File: src/rtl/rtc_i2c_pkg.sv
package rtc_i2c_pkg;

    typedef enum logic [3:0] {
        LK_IDLE,
        LK_ADDR,
        LK_ADDR_ACK,
        LK_PTR,
        LK_PTR_ACK,
        LK_WDAT,
        LK_WDAT_ACK,
        LK_RDAT,
        LK_RACK
    } link_st_e;

    localparam int unsigned BYTE_W = 8;

endpackage

File: src/rtl/rtc_i2c_sync.sv
module rtc_i2c_sync #(
    parameter int unsigned STAGES = 2
) (
    input  logic clk,
    input  logic rst_n,
    input  logic scl_i,
    input  logic sda_i,
    output logic scl_lvl_o,
    output logic sda_lvl_o,
    output logic scl_rise_o,
    output logic scl_fall_o,
    output logic start_o,
    output logic stop_o
);
    localparam int unsigned LINES = 2;
    localparam int unsigned CH_W  = STAGES + 1;

    logic [LINES-1:0] raw;
    logic [LINES-1:0] lvl;
    logic [LINES-1:0] prv;

    assign raw = {sda_i, scl_i};

    for (genvar g = 0; g < LINES; g++) begin : g_line
        logic [CH_W-1:0] chain_d, chain_q;

        always_comb begin
            chain_d = {chain_q[CH_W-2:0], raw[g]};
        end

        always_ff @(posedge clk or negedge rst_n) begin
            if (!rst_n) chain_q <= '1;
            else        chain_q <= chain_d;
        end

        assign lvl[g] = chain_q[STAGES-1];
        assign prv[g] = chain_q[STAGES];
    end

    assign scl_lvl_o  = lvl[0];
    assign sda_lvl_o  = lvl[1];
    assign scl_rise_o = lvl[0] & ~prv[0];
    assign scl_fall_o = ~lvl[0] & prv[0];
    assign start_o    = lvl[0] & prv[0] & prv[1] & ~lvl[1];
    assign stop_o     = lvl[0] & prv[0] & ~prv[1] & lvl[1];

endmodule

File: src/rtl/rtc_i2c_link.sv
module rtc_i2c_link
    import rtc_i2c_pkg::*;
#(
    parameter int unsigned PTR_W  = 6,
    parameter logic [6:0]  DEV_ID = 7'h68
) (
    input  logic             clk,
    input  logic             rst_n,
    input  logic             sda_lvl_i,
    input  logic             scl_rise_i,
    input  logic             scl_fall_i,
    input  logic             start_i,
    input  logic             stop_i,
    input  logic             acc_en_i,
    input  logic [7:0]       rdata_i,
    output logic [PTR_W-1:0] raddr_o,
    output logic             snap_o,
    output logic             wr_o,
    output logic [PTR_W-1:0] waddr_o,
    output logic [7:0]       wdata_o,
    output logic             sda_oe_o
);
    localparam logic [3:0]       BITS_IN  = 4'd8;
    localparam logic [3:0]       BITS_OUT = 4'd7;
    localparam logic [PTR_W-1:0] PTR_ONE  = PTR_W'(1);

    typedef struct packed {
        link_st_e         st;
        logic [3:0]       cnt;
        logic [7:0]       sh;
        logic [7:0]       tx;
        logic [PTR_W-1:0] ptr;
        logic             rw;
        logic             mack;
        logic             oe;
        logic             snap;
        logic             wr;
        logic [PTR_W-1:0] waddr;
        logic [7:0]       wdata;
    } link_t;

    localparam link_t LINK_RST = '{
        st: LK_IDLE, cnt: '0, sh: '0, tx: '0, ptr: '0, rw: 1'b0,
        mack: 1'b0, oe: 1'b0, snap: 1'b0, wr: 1'b0, waddr: '0, wdata: '0
    };

    link_t lk_d, lk_q;

    always_comb begin
        lk_d      = lk_q;
        lk_d.snap = 1'b0;
        lk_d.wr   = 1'b0;
        if (start_i) begin
            lk_d.st   = LK_ADDR;
            lk_d.cnt  = '0;
            lk_d.oe   = 1'b0;
            lk_d.snap = 1'b1;
        end else if (stop_i) begin
            lk_d.st = LK_IDLE;
            lk_d.oe = 1'b0;
        end else begin
            unique case (lk_q.st)
                LK_ADDR, LK_PTR, LK_WDAT: begin
                    if (scl_rise_i && lk_q.cnt < BITS_IN) begin
                        lk_d.sh  = {lk_q.sh[6:0], sda_lvl_i};
                        lk_d.cnt = lk_q.cnt + 4'd1;
                    end else if (scl_fall_i && lk_q.cnt == BITS_IN) begin
                        lk_d.cnt = '0;
                        lk_d.st  = LK_IDLE;
                        if (acc_en_i) begin
                            if (lk_q.st == LK_ADDR) begin
                                if (lk_q.sh[7:1] == DEV_ID) begin
                                    lk_d.rw = lk_q.sh[0];
                                    lk_d.oe = 1'b1;
                                    lk_d.st = LK_ADDR_ACK;
                                end
                            end else if (lk_q.st == LK_PTR) begin
                                lk_d.ptr  = lk_q.sh[PTR_W-1:0];
                                lk_d.snap = 1'b1;
                                lk_d.oe   = 1'b1;
                                lk_d.st   = LK_PTR_ACK;
                            end else begin
                                lk_d.wr    = 1'b1;
                                lk_d.waddr = lk_q.ptr;
                                lk_d.wdata = lk_q.sh;
                                lk_d.ptr   = lk_q.ptr + PTR_ONE;
                                lk_d.oe    = 1'b1;
                                lk_d.st    = LK_WDAT_ACK;
                            end
                        end
                    end
                end
                LK_ADDR_ACK: begin
                    if (scl_fall_i) begin
                        lk_d.cnt = '0;
                        if (lk_q.rw) begin
                            lk_d.tx  = rdata_i;
                            lk_d.ptr = lk_q.ptr + PTR_ONE;
                            lk_d.oe  = ~rdata_i[7];
                            lk_d.st  = LK_RDAT;
                        end else begin
                            lk_d.oe = 1'b0;
                            lk_d.st = LK_PTR;
                        end
                    end
                end
                LK_PTR_ACK, LK_WDAT_ACK: begin
                    if (scl_fall_i) begin
                        lk_d.oe  = 1'b0;
                        lk_d.cnt = '0;
                        lk_d.st  = LK_WDAT;
                    end
                end
                LK_RDAT: begin
                    if (scl_fall_i) begin
                        if (lk_q.cnt == BITS_OUT) begin
                            lk_d.oe  = 1'b0;
                            lk_d.cnt = '0;
                            lk_d.st  = LK_RACK;
                        end else begin
                            lk_d.tx  = {lk_q.tx[6:0], 1'b0};
                            lk_d.cnt = lk_q.cnt + 4'd1;
                            lk_d.oe  = ~lk_q.tx[6];
                        end
                    end
                end
                LK_RACK: begin
                    if (scl_rise_i) begin
                        lk_d.mack = ~sda_lvl_i;
                    end else if (scl_fall_i) begin
                        if (lk_q.mack && acc_en_i) begin
                            lk_d.tx  = rdata_i;
                            lk_d.ptr = lk_q.ptr + PTR_ONE;
                            lk_d.oe  = ~rdata_i[7];
                            lk_d.cnt = '0;
                            lk_d.st  = LK_RDAT;
                        end else begin
                            lk_d.oe = 1'b0;
                            lk_d.st = LK_IDLE;
                        end
                    end
                end
                default: begin
                    lk_d.oe = 1'b0;
                end
            endcase
        end
    end

    always_ff @(posedge clk or negedge rst_n) begin
        if (!rst_n) lk_q <= LINK_RST;
        else        lk_q <= lk_d;
    end

    assign raddr_o  = lk_q.ptr;
    assign snap_o   = lk_q.snap;
    assign wr_o     = lk_q.wr;
    assign waddr_o  = lk_q.waddr;
    assign wdata_o  = lk_q.wdata;
    assign sda_oe_o = lk_q.oe;

endmodule

File: src/rtl/rtc_i2c_store.sv
module rtc_i2c_store #(
    parameter int unsigned PTR_W = 6,
    parameter int unsigned TB    = 7
) (
    input  logic                     clk,
    input  logic                     rst_n,
    input  logic                     snap_i,
    input  logic [TB*8-1:0]          live_i,
    input  logic                     wr_i,
    input  logic [PTR_W-1:0]         waddr_i,
    input  logic [7:0]               wdata_i,
    input  logic [PTR_W-1:0]         raddr_i,
    output logic [7:0]               rdata_o,
    output logic                     tm_wr_o,
    output logic [$clog2(TB)-1:0]    tm_idx_o,
    output logic [7:0]               tm_data_o,
    output logic [7:0]               ctrl_o
);
    localparam int unsigned      SPACE = 2 ** PTR_W;
    localparam int unsigned      RD    = SPACE - TB;
    localparam int unsigned      TIW   = $clog2(TB);
    localparam int unsigned      RIW   = $clog2(RD);
    localparam logic [PTR_W-1:0] TB_P  = PTR_W'(TB);

    typedef struct packed {
        logic [TB-1:0][7:0] shadow;
        logic [RD-1:0][7:0] ram;
    } store_t;

    store_t st_d, st_q;

    logic [PTR_W-1:0] w_off, r_off;
    logic             w_time, r_time;

    assign w_off  = waddr_i - TB_P;
    assign r_off  = raddr_i - TB_P;
    assign w_time = waddr_i < TB_P;
    assign r_time = raddr_i < TB_P;

    always_comb begin
        st_d = st_q;
        if (snap_i) begin
            for (int i = 0; i < TB; i++) begin
                st_d.shadow[i] = live_i[i*8 +: 8];
            end
        end
        if (wr_i && !w_time) begin
            st_d.ram[RIW'(w_off)] = wdata_i;
        end
    end

    always_ff @(posedge clk or negedge rst_n) begin
        if (!rst_n) st_q <= '0;
        else        st_q <= st_d;
    end

    always_comb begin
        if (r_time) rdata_o = st_q.shadow[TIW'(raddr_i)];
        else        rdata_o = st_q.ram[RIW'(r_off)];
    end

    assign tm_wr_o   = wr_i && w_time;
    assign tm_idx_o  = TIW'(waddr_i);
    assign tm_data_o = wdata_i;
    assign ctrl_o    = st_q.ram[0];

endmodule

File: src/rtl/rtc_i2c_regfile.sv
module rtc_i2c_regfile #(
    parameter int unsigned PTR_W       = 6,
    parameter int unsigned TIME_BYTES  = 7,
    parameter int unsigned SYNC_STAGES = 2,
    parameter logic [6:0]  DEV_ID      = 7'h68
) (
    input  logic                          clk,
    input  logic                          rst_n,
    input  logic                          scl_i,
    input  logic                          sda_i,
    output logic                          sda_oe_o,
    input  logic                          acc_en_i,
    input  logic [TIME_BYTES*8-1:0]       live_time_i,
    output logic                          tm_wr_o,
    output logic [$clog2(TIME_BYTES)-1:0] tm_idx_o,
    output logic [7:0]                    tm_data_o,
    output logic [7:0]                    ctrl_o
);
    logic             scl_lvl, sda_lvl, scl_rise, scl_fall, start_ev, stop_ev;
    logic             snap, wr;
    logic [PTR_W-1:0] waddr, raddr;
    logic [7:0]       wdata, rdata;

    rtc_i2c_sync #(
        .STAGES (SYNC_STAGES)
    ) i_sync (
        .clk        (clk),
        .rst_n      (rst_n),
        .scl_i      (scl_i),
        .sda_i      (sda_i),
        .scl_lvl_o  (scl_lvl),
        .sda_lvl_o  (sda_lvl),
        .scl_rise_o (scl_rise),
        .scl_fall_o (scl_fall),
        .start_o    (start_ev),
        .stop_o     (stop_ev)
    );

    rtc_i2c_link #(
        .PTR_W  (PTR_W),
        .DEV_ID (DEV_ID)
    ) i_link (
        .clk        (clk),
        .rst_n      (rst_n),
        .sda_lvl_i  (sda_lvl),
        .scl_rise_i (scl_rise),
        .scl_fall_i (scl_fall),
        .start_i    (start_ev),
        .stop_i     (stop_ev),
        .acc_en_i   (acc_en_i),
        .rdata_i    (rdata),
        .raddr_o    (raddr),
        .snap_o     (snap),
        .wr_o       (wr),
        .waddr_o    (waddr),
        .wdata_o    (wdata),
        .sda_oe_o   (sda_oe_o)
    );

    rtc_i2c_store #(
        .PTR_W (PTR_W),
        .TB    (TIME_BYTES)
    ) i_store (
        .clk       (clk),
        .rst_n     (rst_n),
        .snap_i    (snap),
        .live_i    (live_time_i),
        .wr_i      (wr),
        .waddr_i   (waddr),
        .wdata_i   (wdata),
        .raddr_i   (raddr),
        .rdata_o   (rdata),
        .tm_wr_o   (tm_wr_o),
        .tm_idx_o  (tm_idx_o),
        .tm_data_o (tm_data_o),
        .ctrl_o    (ctrl_o)
    );

endmodule

File: config.mk
export PLATFORM = sky130hd
export DESIGN_NAME = rtc_i2c_regfile
export DESIGN_NICKNAME = d
export VERILOG_FILES = /design/src/rtl/rtc_i2c_pkg.sv /design/src/rtl/rtc_i2c_sync.sv /design/src/rtl/rtc_i2c_link.sv /design/src/rtl/rtc_i2c_store.sv /design/src/rtl/rtc_i2c_regfile.sv
export SDC_FILE = /design/constraint.sdc
export NUM_CORES = 1
export LEC_CHECK = 0
export ABC_CLOCK_PERIOD_IN_PS = 2400
export BUFFER_PORTS_ARGS = -buffer_cell sky130_fd_sc_hd__buf_2
export CAP_MARGIN = 10
export CORE_ASPECT_RATIO = 0.7
export CORE_MARGIN = 2
export CORE_UTILIZATION = 49
export CTS_CLUSTER_SIZE = 10
export DETAILED_ROUTE_END_ITERATION = 10
export PLACE_DENSITY = 0.68
export SYNTH_ARGS = -nofsm -noshare
export SYNTH_HDL_FRONTEND = slang
export SYNTH_SLANG_ARGS = --single-unit
File: constraint.sdc
create_clock -name clk -period 2.4 [get_ports clk]
set_input_delay 0.24 -clock clk [delete_from_list [all_inputs] [get_ports clk]]
set_output_delay 0.24 -clock clk [all_outputs]
set_load 0.05 [all_outputs]
* After elaboration in Yosys (flattened, before gate mapping) *
Index checks and enable logic that the tools add are counted.
W data, S select, Z words.

storage, ports and cells
  input bits = 61
  register bits after elaboration = 567
  output and inout port bits = 21
  word-level logic and storage cells = 241

operators by class
  add/sub/neg operators = 4
  equality and inequality tests = 40
  bitwise logic cells = 18
  order comparisons = 7
  reduce and logical (&&, ||, !) cells = 22
  mux-type cells = 72

operators by type and width
  cell                  count
  $bwmux W456           1
  $mux W8               15
  $mux W14              5
  $mux W17              3
  $bmux W8 S6           1
  $demux W8 S6          1
  $mux W16              3
  $pmux W8 S5           1
  $mux W15              2
  $mux W28              1
  $mux W4               7
  $ne A4 B1 Y1 const B  7
  $reduce_and A9 Y1     3
  $bmux W8 S3           1
  $pmux W8 S3           1
  $mux W7               3
  $eq A4 B3 Y1 const B  5
  $pmux W6 S3           1
  $mux W1               17
  $reduce_and A8 Y1     2
  $ne A3 B1 Y1 const B  5
  $lt A6 B7 Y1 const B  2
  $ne A2 B1 Y1 const B  7
  $lt A6 B3 Y1 const B  2
  31 further kinds      67

* Depth between registers and ports, before layout *
Gate-level depths: netlist (run 1).

  word-level depth = 11
  depth in mapped cells = 10
  gate-level depth less buffers = 8

* Hierarchy *
A second synthesis (run 1) with hierarchy kept.

unflattened totals
  cell total of the unflattened synthesis = 1935
  area, all modules = 27616.5 um^2

by module, submodules not included
  module         times used  area each (um^2)  cells each  sequential area each (um^2)
  rtc_i2c_store  1           24481.0           1641        12812.3
  rtc_i2c_link   1           2945.3            284         1201.2
  rtc_i2c_sync   1           190.2             10          157.7

* Worst setup path after synthesis (run 1) *
OpenSTA, ideal clock, no wires.

  path type = flip-flop to flip-flop
  from = reg i_link.lk_q (netlist bit i_link.waddr_o[0])
  to = reg i_store.st_q[256] in the netlist's numbering
  required time = 2.275 ns
  clock period less this slack = 2.472 ns
  library setup time = 0.125 ns
  setup slack = -0.072 ns
  arrival = 2.347 ns
  cell stages (with the launch flop) = 10
  path through = dfrtp_1 > ha_1 > buf_2 > xor2_1 > nor3b_1 > a31oi_2 > nor2b_1 > buf_2 > nand2_2 > mux2_2

between the ends
  cells in the longest elaborated chain, start to end = 6
  elaborated cells on any way between the ends = 10
  classes of those cells = add/sub (1); order compare (3); mux (3); reduce/logical (3)

ends and longest elaborated chain
  element                                                                    RTL line             text
  start: declaration                                                         rtc_i2c_link.sv:47   link_t lk_d, lk_q;
  start signal: assignment                                                   rtc_i2c_link.sv:152  else lk_q <= lk_d;
  $sub A6 B3 Y6                                                              rtc_i2c_store.sv:35  assign w_off = waddr_i - TB_P;
  $lt A6 B7 Y1 (implied by the code) / $ge A6 B1 Y1 (equally long branches)  rtc_i2c_store.sv:48  st_d.ram[RIW'(w_off)] = wdata_i;
  $logic_and A1 B1 Y1 (implied by the code)                                  rtc_i2c_store.sv:48
  $mux W8 (implied by the code)                                              rtc_i2c_store.sv:48
  $demux W8 S6                                                               --
  $bwmux W456                                                                rtc_i2c_store.sv:48
  end signal: assignment                                                     rtc_i2c_store.sv:54  else st_q <= st_d;
  end: declaration                                                           rtc_i2c_store.sv:30  store_t st_d, st_q;

Parallel ways exist; a longest one is shown, timed or not.
A chain may end at the register's enable or synchronous reset.

* Worst setup path in the final report (run 1) *
  from = reg i_link.lk_q (netlist bit i_link.raddr_o[0])
  to = reg i_link.lk_q (netlist bit i_link.sda_oe_o)

between the ends
  cells in the longest elaborated chain, start to end = 11
  elaborated cells on any way between the ends = 16
  classes of those cells = add/sub (1); order compare (1); mux (13); bitwise (1)

ends and longest elaborated chain
  element                        RTL line                                 text
  $sub A6 B3 Y6                  rtc_i2c_store.sv:36                      assign r_off = raddr_i - TB_P;
  $bmux W8 S6                    rtc_i2c_store.sv:59                      else rdata_o = st_q.ram[RIW'(r_off)];
  $mux W8 (implied by the code)  rtc_i2c_store.sv:59
  $mux W8 *                      rtc_i2c_store.sv:58                      if (r_time) rdata_o = st_q.shadow[TIW'(raddr_i)];
  $not A1 Y1 *                   rtc_i2c_link.sv:99, rtc_i2c_link.sv:134
  $mux W1                        rtc_i2c_link.sv:131                      if (lk_q.mack && acc_en_i) begin
  $mux W1                        rtc_i2c_link.sv:130                      end else if (scl_fall_i) begin
  $mux W1                        rtc_i2c_link.sv:128                      if (scl_rise_i) begin
  $pmux W1 S5 *                  rtc_i2c_link.sv:62                       unique case (lk_q.st)
  $mux W1 *                      rtc_i2c_link.sv:58                       end else if (stop_i) begin
  $mux W2 *                      rtc_i2c_link.sv:53                       if (start_i) begin

Every way passes the cells marked *; elsewhere a longest branch is shown, timed or not. The select of a mux whose other input is x is not followed.

==> results of run 1 <==
==> cell type report <==
| class | instances | share of cell area |
|---|---|---|
| repair buffers | 372 | 0.106 |
| flip-flops and latches | 566 | 0.431 |
| clock inverters | 6 | 0.00217 |
| multi-input cells | 1164 | 0.379 |
| clock buffers | 80 | 0.0533 |
| inverters | 9 | 0.00103 |
| well taps | 730 | 0.0277 |
==> critical path, stage by stage (launching register included) <==
cell	delay, ns
dfrtp_4	0.52
ha_4	0.33
buf_8	0.12
buf_6	0.12
mux4_2	0.34
mux4_2	0.50
and3_4	0.21
o41ai_4	0.33
==> per-stage QoR <==
stage | instances | TNS, ns | total power [W] | util
floorplan | 1888 | 0 | 0.0122 | -
global placement | 2742 | -5.16 | 0.0133 | 0.545
detailed placement | 2742 | -10.68 | 0.0134 | 0.545
CTS | 2908 | -0.485 | 0.0227 | 0.600
global route | 2927 | -2.98 | 0.0236 | 0.609
finish | 2927 | -0.983 | 0.0227 | 0.609
==> repair_timing <==
action                                  4_1_cts  5_1_grt
cloned                                        4        1
endpoints found under the hold margin       106        0
endpoints found under the setup margin      212      329
gates resized for setup                      74       72
pin swaps                                    19       25
hold buffers                                 59        0
buffers inserted                             18       18
==> logic make-up after synthesis <==
kind of cell | count (synthesis)
AO/OA/AOI/OAI | 134
flip-flops | 566
buffers and inverters | 158
adder cells (fa/ha/maj) | 4
XOR/XNOR | 17
AND/OR/NAND/NOR | 324
multiplexers | 685
==> cells in the mapped netlist, types with 8 or more instances <==
library cell / number / area share
inv_1: 9 / 0.0013
nand3_1: 20 / 0.0037
nand2_2: 21 / 0.0049
a31oi_1: 8 / 0.0019
mux2_1: 13 / 0.0054
dfrtp_1: 560 / 0.52
mux4_2: 126 / 0.11
mux2_2: 521 / 0.22
nand2_1: 141 / 0.020
nor3b_1: 8 / 0.0022
a21oi_1: 36 / 0.0067
buf_4: 29 / 0.0081
clkbuf_1: 77 / 0.011
buf_2: 32 / 0.0059
nand4_1: 12 / 0.0028
nor4_1: 8 / 0.0019
nor2_1: 36 / 0.0050
mux2i_1: 24 / 0.0089
and2_1: 8 / 0.0019
o21ai_0: 21 / 0.0039
nand2b_1: 11 / 0.0026
xnor2_1: 9 / 0.0029
a211o_1: 8 / 0.0026
==> how the worst min path moves through the flow <==
stage               depth (start not counted)  startpoint  slack, ns                 to
detailed placement                          1       rst_n       0.26  i_store.ctrl_o[0]
CTS                                         3    acc_en_i       0.09      i_link.snap_o
global placement                            1       rst_n       0.25  i_store.ctrl_o[5]
global route                                4    acc_en_i       0.15    i_link.lk_q[47]
floorplan                                   0       rst_n      -0.06    i_link.lk_q[17]
finish                                      3    acc_en_i       0.12      i_link.snap_o
==> state kept, by name, indices dropped and copies added (netlist names), 6 cells and up <==
| signal | count |
|---|---|
| i_link.wdata_o | 8 |
| i_link.waddr_o | 6 |
| i_link.raddr_o | 6 |
| i_store.st_q | 504 |
| i_link.lk_q | 25 |
| i_sync.g_line.chain_q | 6 |
| i_store.ctrl_o | 8 |
==> power groups by stage <==
stage          sequential [W]  clock (W)  combinational [W]
2_1_floorplan          0.0103          0            0.00187
3_3_place_gp           0.0104          0            0.00288
3_5_place_dp           0.0104          0            0.00294
4_1_cts                0.0103    0.00916            0.00331
5_1_grt                0.0103    0.00958            0.00369
6_report               0.0103    0.00903            0.00343
==> layer usage <==
| layer | track usage | vias to the layer above | share of wire |
|---|---|---|---|
| li1 | - | 7566 | - |
| met4 | 0.0664 | 0 | 0.019 |
| met5 | 0 | - | 0 |
| met2 | 0.388 | 494 | 0.45 |
| met1 | 0.401 | 9452 | 0.46 |
| met3 | 0.0456 | 102 | 0.063 |
==> reports/metrics.yaml, run 1 <==
period_needed_ns: 2.57
synth_fa_ha_area_frac: 0.00185
switching_share: 0.260
initial_core_util: 0.499
clockPowerShare: 0.397
slew-limit-headroom: 0.350
fin_area_um2: 32900
criticalPathCategory: "flop to flop"
clock_latency_ns: 0.61
drt-pass1-iter-count: 5
final_common_cell: "dfrtp_1"
drv_slew: 0
fill_cells: 4037
synth_edf_count: 0
critical_path.max_fanout: 5
n_antenna_cell: 0
critPathLaunch: "i_link.raddr_o[0]"
drtIter0Drc: 1407
synth_ff_type: "dfrtp_1"
cts_max_level: 3
layout.area.seq_um2: 14200
synth_xor_area_frac: 0.00649
fmaxAchievable_mhz: 389
antenna_found_initial: 0
r2r_cells: 7
synth_area_per_cell_um2: 14.3
syn_area_um2: 27000
numClockSinks: 566
setup_viol: 9
wl_per_cell_um: 25.1
hold_path.class: "input port to flop"
vdd_ir_drop_max_mv: 0.587
skew_ns: 0.0261
power.switching_w: 0.00590
io_buffer_count: 81
worstMarginPinSlew_ns: 0.976
rows: 71
seqPwrFrac: 0.452
drv_cap: 0
leakagePower_nw: 15.3
synthToLayoutAreaGrowth_pct: 22.0
cts_tree: "yes"
layout_common_cells: "548 x dfrtp_1, 521 x mux2_2, 163 x buf_4"
grt.total_usage: 0.262
grt_pass1_vias: 18475
combPwrFrac: 0.151
grt_pass1_wl_mm: 114
power.density_nw_per_um2: 691
arrival_ns: 3.08
critPathCapture: "i_link.sda_oe_o"
rsz0062_at_grt: "yes"
ys_seq_elements: 566
multi_input_area_um2: 12500
vias_per_cell: 6.02
drt_wl_total_mm: 73.4
period_share: 1.07
status: "finished, violations left"
placed_cell_area_um2: 29500
io_pins: 82
regToRegSetupSlack_ns: -0.17
core_area_um2: 54100
yosys_warnings: 0
drc: 0
synthSimpleGateAreaFrac: 0.0641
synthMuxAreaShare: 0.338
startpoint_type: "flop"
die_x_um: 284
ys_types: 87
grt_max_degree: 70
grt_remaining_overflow: 0
via_count: 17614
drive_gt1_frac: 0.533
r2r_end: "i_link.sda_oe_o"
finalNetCount: 2245
dieArea_um2: 57000
intPower_w: 0.0168
seq_area_frac_synth: 0.525
die_h_um: 200
cts_made_buffers: 67
ant_nets: 0
worstSetupEndpointType: "flop"
synth_compound_area_frac: 0.0351
place_hpwl_mm: 49.0
regToRegStartpoint: "i_link.raddr_o[0]"
crit_required_ns: 2.90
synthArstFlopShare: 1.00
finalHoldViolations: 0
place.gp.congestion: 0.930
violations: "setup timing"
cts_buffer_depth: 3
syn_nets: 1953
root_buffer: "clkbuf_16"
synth_cells: 1888
whs_ns: 0.115
preCtsSetupSlack_ns: -0.279
synth_top_family_by_area: "multiplexers"
setup_ws_ns: -0.173
clk_pin_slew_ns: 0.06
No activity file was read; power rests on OpenSTA's default activity.
==> run 2, diff against run 1 <==
Settings changed: SYNTH_HIERARCHICAL set to 1.
==> run 2 against run 1 <==
First-iteration DRC count fell by 6.0%. Synthesized area rose by 2.3%. The run still ends with setup timing left. Core utilization rose by 1.2 points. Highest routed layer is now met5.
==> reports/metrics.yaml, run 2 <==
antenna_found_initial: 1
vdd_ir_drop_max_mv: 0.667
grt_pass1_wl_mm: 115
drc: 0
drtIter0Drc: 1322
finalHoldViolations: 0
largestRegisters: "i_store/st_q (504), i_link/lk_q (25)"
ant_nets: 0
cpPeakStageDelay_ns: 0.51
use_met2: 0.384
r2r_end: "i_link/lk_q[26]"
drt_wl_total_mm: 75.8
synthToLayoutAreaGrowth_pct: 24.8
period_share: 1.25
via_count: 17979
io_pins: 82
synth_ff_type: "dfrtp_1"
grt_remaining_overflow: 0
regToRegSetupSlack_ns: -0.61
slew-limit-headroom: 0.395
clk_pin_slew_ns: 0.06
wl_per_cell_um: 25.3
synth_xor_area_frac: 0.00381
ys_seq_elements: 566
io_buffer_count: 81
root_buffer: "clkbuf_16"
synthArstFlopShare: 1.00
synth_compound_area_frac: 0.0410
place_hpwl_mm: 51.0
startpoint_type: "flop"
drive_gt1_frac: 0.547
worstMarginPinSlew_ns: 0.907
largest_reg_flops: 504
synth_cells: 1935
synthTopCellsByCount: "560 x dfrtp_1, 524 x mux2_2, 112 x mux4_2, 74 x nand2_1, 65 x clkbuf_1"
largest_register: "i_store/st_q"
cts_made_buffers: 67
final_common_cell: "dfrtp_1"
grt-busiest-layer: "met1"
crit_required_ns: 2.90
drv_cap: 0
criticalPathCategory: "flop to flop"
synth_top_family_by_area: "multiplexers"
hold_path.class: "input port to asynchronous set/reset pin"
skew_ns: 0.0258
syn_area_um2: 27600
die_x_um: 288
cts_tree: "yes"
synthSimpleGateAreaFrac: 0.0602
synth_top_cell_by_area: "dfrtp_1"
synth_most_common_cell: "dfrtp_1"
finalNetCount: 2309
dpl.cell_count: 2824
power.density_nw_per_um2: 843
worstSetupEndpointType: "flop"
gr-usage-met1: 0.402
crit_slowest_cell: "dfrtp_4"
fmaxAchievable_mhz: 333
numClockSinks: 566
synth_edf_count: 0
violations: "setup timing"
clock_latency_ns: 0.61
dieArea_um2: 58300
synth_fa_ha_area_frac: 0.00227
cts_max_level: 3
critPathCapture: "i_link/lk_q[26]"
critical_path.max_fanout: 7
grt.total_usage: 0.261
core_area_um2: 55500
r2r_cells: 12
seq_area_frac_synth: 0.513
yosys_warnings: 6
grt_max_degree: 90
path_cells: "ha_4 -> buf_12 -> buf_4 -> mux4_2 -> mux2i_1 -> o21ai_0 -> a221oi_2 -> or3_4 -> o211ai_1 -> nand2_1 -> o21ai_0 -> mux2_2"
syn_nets: 2001
regToRegStartpoint: "i_link/raddr_o[0]"
critPathLaunch: "i_link/raddr_o[0]"
period_needed_ns: 3.01
grt_pass1_vias: 18641
layout_common_cells: "549 x dfrtp_1, 427 x mux2_2, 183 x buf_4"
crit_top_cell: "o21ai_0"
initial_core_util: 0.498
ys_types: 82
drv_slew: 0
leakagePower_nw: 15.9
status: "finished, violations left"
synthMuxAreaShare: 0.340
die_h_um: 203
place.gp.congestion: 0.942
rsz0062_at_grt: "yes"
finalNonFillerCells: 3003
cts_buffer_depth: 3
rows: 72
setup_ws_ns: -0.607
n_antenna_cell: 0
setup_viol: 48
arrival_ns: 3.50
synth_area_per_cell_um2: 14.3
tns_ns: -5.18
use_met3: 0.0546
vias_per_cell: 5.99
yosys-top-cells-area: "dfrtp_1 51%, mux2_2 21%, mux4_2 9.1%"
drt-pass1-iter-count: 5
netlist.area_leader.share: 0.507
-- run 2: cell types whose count changed after synthesis, moves of 17 or more --
cell / before / now
mux2i_1: 24 / 54
o211ai_1: 3 / 22
buf_4: 29 / 56
nor2_2: 4 / 24
mux2_4: 0 / 17
nand2_1: 141 / 74
nand2_2: 21 / 1
-- run 2: worst min-delay path by stage --
stage,startpoint,endpoint,slack [ns],cells after the start
floorplan,rst_n,i_link/lk_q[17],-0.06,0
global placement,rst_n,i_link/lk_q[45],0.18,1
detailed placement,rst_n,i_link/lk_q[45],0.19,1
CTS,acc_en_i,i_link/snap_o,0.09,3
global route,acc_en_i,i_link/snap_o,0.13,3
finish,rst_n,i_link/lk_q[43],0.15,2
-- run 2: per-layer routing --
layer	part of all wire	wire [µm]	vias to the layer above
li1	-	-	7742
met1	0.47	35400	9571
met2	0.45	33900	567
met3	0.072	5480	97
met4	0.014	1030	2
met5	0.00012	9	-
-- run 2: cell type report --
| class | instances | area [µm²] |
|---|---|---|
| Tap cell | 740 | 926 |
| Inverter | 19 | 71.3 |
| Multi-Input combinational cell | 1169 | 13300 |
| Clock inverter | 6 | 67.6 |
| Clock buffer | 83 | 1800 |
| Timing Repair Buffer | 420 | 4150 |
| Sequential cell | 566 | 14200 |
| Fill cell | 4102 | 21000 |
-- run 2: cells by family (layout without fill, tap and decap cells) --
group,after synthesis,after routing
buffers and inverters,200,528
xor gates and xnor gates,12,12
muxes,718,718
AOI/OAI and AO/OA,155,155
DFF,566,566
and+or+nand+nor,279,279
adders and majority gates,5,5
-- run 2: critical path: cells and delay by family, from the launching register on --
| kind | cells | cell delay [ns] |
|---|---|---|
| buffers and inverters | 2 | 0.26 |
| adders and majority gates | 1 | 0.35 |
| muxes | 3 | 0.78 |
| AOI/OAI and AO/OA | 4 | 0.67 |
| DFF | 1 | 0.51 |
| and+or+nand+nor | 2 | 0.31 |
-- run 2: stage by stage --
stage          cell area, µm²   util  hold WS, ns  worst slack, ns  power (W)
3_5_place_dp            30700  0.552        0.189           -0.701     0.0191
3_3_place_gp            30700  0.552        0.182           -0.669     0.0189
4_1_cts                 33700  0.608       0.0895           -0.595     0.0287
5_1_grt                 34500  0.621        0.130           -0.743     0.0302
2_1_floorplan           27700      -      -0.0556           -0.427     0.0157
6_report                34500  0.621        0.147           -0.607     0.0291
-- run 2: timing repair --
action                                 4_1_cts  5_1_grt
setup buffers                               20       13
gates resized for setup                     91      154
hold buffers                                59        0
gates cloned                                 1        0
setup endpoints to repair                  401      439
pin swaps                                   30       48
endpoints found under the hold margin      202        0
-- run 2: power breakdown --
part           internal [W]  switching (W)
logic               0.00463        0.00494
clock network       0.00523        0.00384
registers           0.00999       0.000441
total                0.0198        0.00923
